File: src/rtl/rst_vec_seq.sv
module rst_vec_seq #(
  parameter int XLEN = 32,
  parameter int TBL_ALIGN = 7,
  parameter logic [XLEN-1:0] LR_PRESET = '1
) (
  input  logic            clk,
  input  logic            rst_n,
  input  logic [XLEN-1:0] vtbl_base,
  output logic            rd_req,
  output logic [XLEN-1:0] rd_addr,
  input  logic            rd_ack,
  input  logic [XLEN-1:0] rd_data,
  output logic            msp_load,
  output logic [XLEN-1:0] msp_value,
  output logic [XLEN-1:0] psp_value,
  output logic            lr_load,
  output logic [XLEN-1:0] lr_value,
  output logic            fetch_en,
  output logic            start_valid,
  output logic [XLEN-1:0] start_addr
);
  localparam logic [XLEN-1:0] TBL_MASK  = ~((XLEN'(1) << TBL_ALIGN) - XLEN'(1));
  localparam logic [XLEN-1:0] SP_MASK   = ~XLEN'(3);
  localparam logic [XLEN-1:0] PC_MASK   = ~XLEN'(1);
  localparam logic [XLEN-1:0] WORD_STEP = XLEN'(XLEN / 8);

  typedef enum logic [2:0] {
    S_RESET, S_READ_SP, S_WAIT_SP, S_READ_PC, S_WAIT_PC, S_BRANCH, S_RUN
  } seq_t;

  seq_t st, st_nx;
  logic [XLEN-1:0] base_q, sp_q, pc_q;
  logic sp_pulse;

  wire in_sp = (st == S_READ_SP) || (st == S_WAIT_SP);
  wire in_pc = (st == S_READ_PC) || (st == S_WAIT_PC);

  always_comb begin
    st_nx = st;
    case (st)
      S_RESET:   st_nx = S_READ_SP;
      S_READ_SP: st_nx = rd_ack ? S_READ_PC : S_WAIT_SP;
      S_WAIT_SP: if (rd_ack) st_nx = S_READ_PC;
      S_READ_PC: st_nx = rd_ack ? S_BRANCH : S_WAIT_PC;
      S_WAIT_PC: if (rd_ack) st_nx = S_BRANCH;
      S_BRANCH:  st_nx = S_RUN;
      S_RUN:     st_nx = S_RUN;
      default:   st_nx = S_RESET;
    endcase
  end

  always_ff @(posedge clk or negedge rst_n) begin
    if (!rst_n) begin
      st       <= S_RESET;
      base_q   <= '0;
      sp_q     <= '0;
      pc_q     <= '0;
      sp_pulse <= 1'b0;
    end else begin
      st       <= st_nx;
      sp_pulse <= in_sp && rd_ack;
      if (st == S_RESET) base_q <= vtbl_base & TBL_MASK;
      if (in_sp && rd_ack) sp_q <= rd_data & SP_MASK;
      if (in_pc && rd_ack) pc_q <= rd_data & PC_MASK;
    end
  end

  assign rd_req      = in_sp || in_pc;
  assign rd_addr     = in_pc ? base_q + WORD_STEP : base_q;
  assign msp_load    = sp_pulse;
  assign lr_load     = sp_pulse;
  assign msp_value   = sp_q;
  assign psp_value   = '0;
  assign lr_value    = LR_PRESET;
  assign start_valid = (st == S_BRANCH);
  assign start_addr  = pc_q;
  assign fetch_en    = (st == S_BRANCH) || (st == S_RUN);
endmodule

File: config.mk
export PLATFORM = sky130hd
export DESIGN_NAME = rst_vec_seq
export DESIGN_NICKNAME = d
export VERILOG_FILES = /design/src/rtl/rst_vec_seq.sv
export SDC_FILE = /design/constraint.sdc
export NUM_CORES = 1
export LEC_CHECK = 0
export ABC_CLOCK_PERIOD_IN_PS = 1850
export BUFFER_PORTS_ARGS = -buffer_cell sky130_fd_sc_hd__buf_4
export CORE_MARGIN = 3
export CORE_UTILIZATION = 30
export CTS_CLUSTER_DIAMETER = 50
export DETAILED_ROUTE_END_ITERATION = 8
export PLACE_DENSITY = 0.59
export SLEW_MARGIN = 20
export SYNTH_ARGS = -nofsm -noshare
export SYNTH_HDL_FRONTEND = slang
export SYNTH_SLANG_ARGS = --single-unit
File: constraint.sdc
create_clock -name clk -period 1.85 [get_ports clk]
set_clock_uncertainty 0.05 [all_clocks]
set_input_delay 0.37 -clock clk [delete_from_list [all_inputs] [get_ports clk]]
set_output_delay 0.37 -clock clk [all_outputs]
set_load 0.05 [all_outputs]
# Yosys cells after proc, flatten, opt, wreduce, memory -nomap -nowiden
# Cells that the tools add are included.
[totals] register_bits=90 elab_cells=29
[classes] eq_ne=8 muxes=6 n_reduce_logical=9 add_sub_neg=1
[op_table] operator="32-bit by 3-bit adder with 32-bit output, second input constant" count=1
[op_table] operator="32-bit 2-to-1 mux" count=1
[op_table] operator="3-bit case mux with 6 select lines" count=1
[op_table] operator="3-bit == test, second input constant" count=3
[op_table] operator="3-bit by 2-bit == test with 1-bit output, second input constant" count=2
[op_table] operator="3-bit 2-to-1 mux" count=2
[op_table] operator="1-bit logical OR" count=4
[op_table] operator="2-bit != test, second input constant" count=2
[op_table] operator="3-bit by 1-bit == test with 1-bit output, second input constant" count=1
[op_table] operator="3-bit zero test" count=1
[op_table] operator="1-bit logical AND" count=2
[op_table] operator="1-bit 2-to-1 mux" count=2
[op_table] operator="2-bit AND reduction" count=1
[op_table] operator="2-bit OR reduction" count=1

# Longest topological paths before layout
[logic_depth] ltp_word=3 depth_mapped=5 depth_no_buf=3

# Worst setup path after synthesis
# Ideal clock, no wire load.
[synth_timing] path_kind="register -> output" startpoint="reg st[2]" endpoint="out rd_req" arrival_time_ps=1596 path_slack_ps=-166 required_ps=1430 path_buffers=2 stages_incl_launch_ff=4 cell_sequence="dfrtp_1 -> buf_2 -> buf_1 -> xnor2_1"
[synth_between] elab_chain_cells=3 elab_cells_between_ends=7
[synth_rtl] item="from (decl)" line_no="31" source="seq_t st, st_nx;"
[synth_rtl] item="from (signal assigned)" line_no="60" source="st <= st_nx;"
[synth_rtl] item="3-bit by 1-bit == test with 1-bit output, or another cell as far along" line_no="35" source="wire in_sp = (st == S_READ_SP) || (st == S_WAIT_SP);"
[synth_rtl] item="1-bit logical OR (on tied branches)" line_no="35, 36"
[synth_rtl] item="1-bit logical OR *" line_no="68" source="assign rd_req = in_sp || in_pc;"
[synth_rtl] item="to (decl)" line_no="9" source="output logic rd_req,"
# Mark *: on every way between the ends. The rest lies on a longest branch, timed or not.

# Final worst setup path
[layout_timing] startpoint="reg st[0]" endpoint="out fetch_en"
[layout_between] elab_chain_cells=2 elab_cells_between_ends=3
[layout_rtl] item="3-bit == test" line_no="77" source="assign fetch_en = (st == S_BRANCH) || (st == S_RUN);"
[layout_rtl] item="1-bit logical OR *" line_no="77"
[layout_rtl] item="to (decl)" line_no="18" source="output logic fetch_en,"
# Marked as above.

==> metrics.md <==
| Metric | Value |
|---|---|
| GR Overflow Total | 0 |
| TritonRoute pass-1 iters | 4 |
| Fmax | 539 MHz |
| Post-Syn Area | ~4800 sq um |
| GRT Util Overall | 13.4% |
| Critical path arrival | 1.43 ns |
| Fin crit share | 100% |
| Initial Util | between 30% and 40% |
| # DRC | 0 |
| Ys Warns | 0 |
| Worst r2r path cells | 5 |
| Deepest clock path buffer count | 2 |
| First-pass GRT wire length | 19.0 mm |
| Die width | 132 microns |
| Via Count | approximately 3500 |
| Clock Sinks | 90 |
| Clock Latency Late Sink | between 0.3 and 0.4 ns |
| Synth Flop Type | dfrtp_1 |
| Wirelength, routed | ~12 mm |
| Share of the synthesized area in the top cell type | between 40% and 50% |
| Cell with the most instances after synthesis | dfrtp_1 |
| Critical Path End | fetch_en |
| Post-route ant nets | 0 |
| Crit path depth | 4 |
| Final Worst Setup Slack | -0.00481 ns |
| P&R area growth vs syn | 32.0% |
| Type of origin of the critical path | register |
| Status | finished with violations |
| Wirelength per Cell | 16.4 microns |
| CTS buffer count | 9 |
| Critical Path RT | between 1 and 1.5 ns |
| EDFF count, synth | 0 |
| Routed vias/inst | roughly 4.7 |
| Die height | 132 microns |
| Clk root buf | clkbuf_16 |
| Initial antenna violation count | 0 |
| #FFs+latches synth | 90 |
| Largest net degree at the start of global routing | 91 |
| Launching point of the worst reg2reg path | st[0] |
| Ranking of synthesized cells by instance count | dfrtp_1 (90), buf_4 (77), a32o_1 (31) |
| Sequential share of the synthesized area | a little under half |
| CP Class | reg -> out |
| Cell area after layout | about 6300 sq um |
| CP delay by family, top | flip-flops |
| Reg2Reg Setup Slack | 0.11 ns |
| Die area | between 15000 and 20000 sq um |
| Mean Syn Cell Area | approximately 13 sq um |
| Leading area contributor after synthesis | dfrtp_1 |
| Critical path fanouts, max | 3 |
| Slowest cell delay on critical path | 0.44 ns |
| Filler Cell Count | 1477 |
| Core Area | 15400 sq um |
| Drt initial violations | approximately 140 |
| ANT cells | 0 |
| Vias in the first global route | approximately 3500 |
| Critical path cell sequence | buf_12 -> xor2_4 -> and2_4 -> buf_12 |
| Share of layout cells above drive strength 1 | between 40% and 50% |
| Failing checks | setup timing |
| Post-Syn Instances | approximately 370 |
| Unrepaired setup endpoints after global routing | yes |
| Fraction of registers with async set/reset | 100% |
| CP Buf/Inv Count | 2 |
| CP max-delay cell | dfrtp_2 |
| Htree depth | 3 |
| HP Class | in -> async |
| Placer Congestion | between 0.6 and 0.7 |
| Detailed placement HPWL | 8.71 mm |
| Final hold violations | 0 |
| Minimum clock period | around 1.9 ns |
| Count of cell types in the netlist | 28 |
| # IOs | approximately 230 |
| Crit. Startpoint | st[0] |
| Setup crit end kind | output pin |
| Slew Limit Fails | 0 |
| PortBufs | 150 |
| Final nets | 588 |
| CTS tree | yes |
| Most used cell, CP | buf_12 |
| Reg2reg end | msp_value[26] |
| Final setup fails | 1 |
| Ranking of synthesized cells by area | dfrtp_1 (47%), buf_4 (12%), mux2_4 (9.1%) |
| Row cnt | 45 |
| Worst-path clk slew | about 0.060 ns |
| Max cap viols | 0 |
| Placed inst area | between 5000 and 6000 sq um |
## routing by layer
metal / GRT usage [%] / routed length, microns
met1: 17.7 / 5370
met2: 21.3 / 5660
met3: 4.47 / 990
met4: 3.58 / 84
met5: 0 / 0
## flip-flops by register name (all words and copies together), names as in the netlist
register,flops
base_q,25
lr_load,1
msp_value,30
st,3
start_addr,31
## repair_timing
| action | in CTS | in global routing |
|---|---|---|
| buffers inserted | 5 | 0 |
| gates resized for setup | 9 | 6 |
| endpoints found under the setup margin | 4 | 3 |
| pin swaps | 1 | 1 |
| cloned | 0 | 0 |
| hold buffers | 0 | 0 |
## metrics by stage
step                      hold WS (ns)  setup WS, ns  instances  TNS [ns]  util, %
after detailed placement         0.411        0.0723        716         0     38.7
after global routing            0.0611       -0.0765        737    -0.182     41.0
after global placement           0.404         0.103        716         0     38.7
after CTS                       0.0387       -0.0359        737   -0.0678     40.9
final                           0.0235      -0.00481        737  -0.00481     41.0
after floorplan                 0.0244        0.0720        438         0        -
## cells in the final DEF (no fill, tap or decap), types with 2 or more instances in the layout
cell,n
a21boi_0,2
clkinv_2,2
a221o_1,30
conb_1,73
a22o_1,30
buf_4,167
mux2_2,26
a32o_1,31
buf_6,3
and3b_1,2
dfrtp_2,3
clkbuf_1,4
clkbuf_16,9
dfrtp_1,87
mux2_4,29
buf_12,6
nand2_1,3
## cell type report
cell class                 count  area, sq um  area share (%)
clock buffer                  13          240            3.81
clock inverter                 3         17.5           0.278
inverter                       1         3.75          0.0595
multi-input combinational    242         2100            33.4
sequential                    90         2260            35.8
tap                          211          264            4.18
timing repair buffer         177         1420            22.6
## cells by family after synthesis
logic type      after synthesis  synth area share, %
simple gates                 14                 2.30
other cells                   2                0.157
buf+inv                     106                 15.1
xor+xnor                      3                0.943
mux                          55                 15.2
compound gates               97                 19.2
flops                        90                 47.1
## worst min path at each step
stage	end	depth (start not counted)	slack [ns]	startpoint
after floorplan	base_q[10]	0	0.02	rst_n
after global placement	base_q[16]	2	0.40	rst_n
after detailed placement	base_q[16]	2	0.41	rst_n
after CTS	base_q[16]	2	0.04	rst_n
after global routing	base_q[16]	2	0.06	rst_n
final	base_q[16]	2	0.02	rst_n
Power is left out: the tool's default activity adds up to more than one toggle a clock period on the data nets, which glitch-free logic cannot reach.
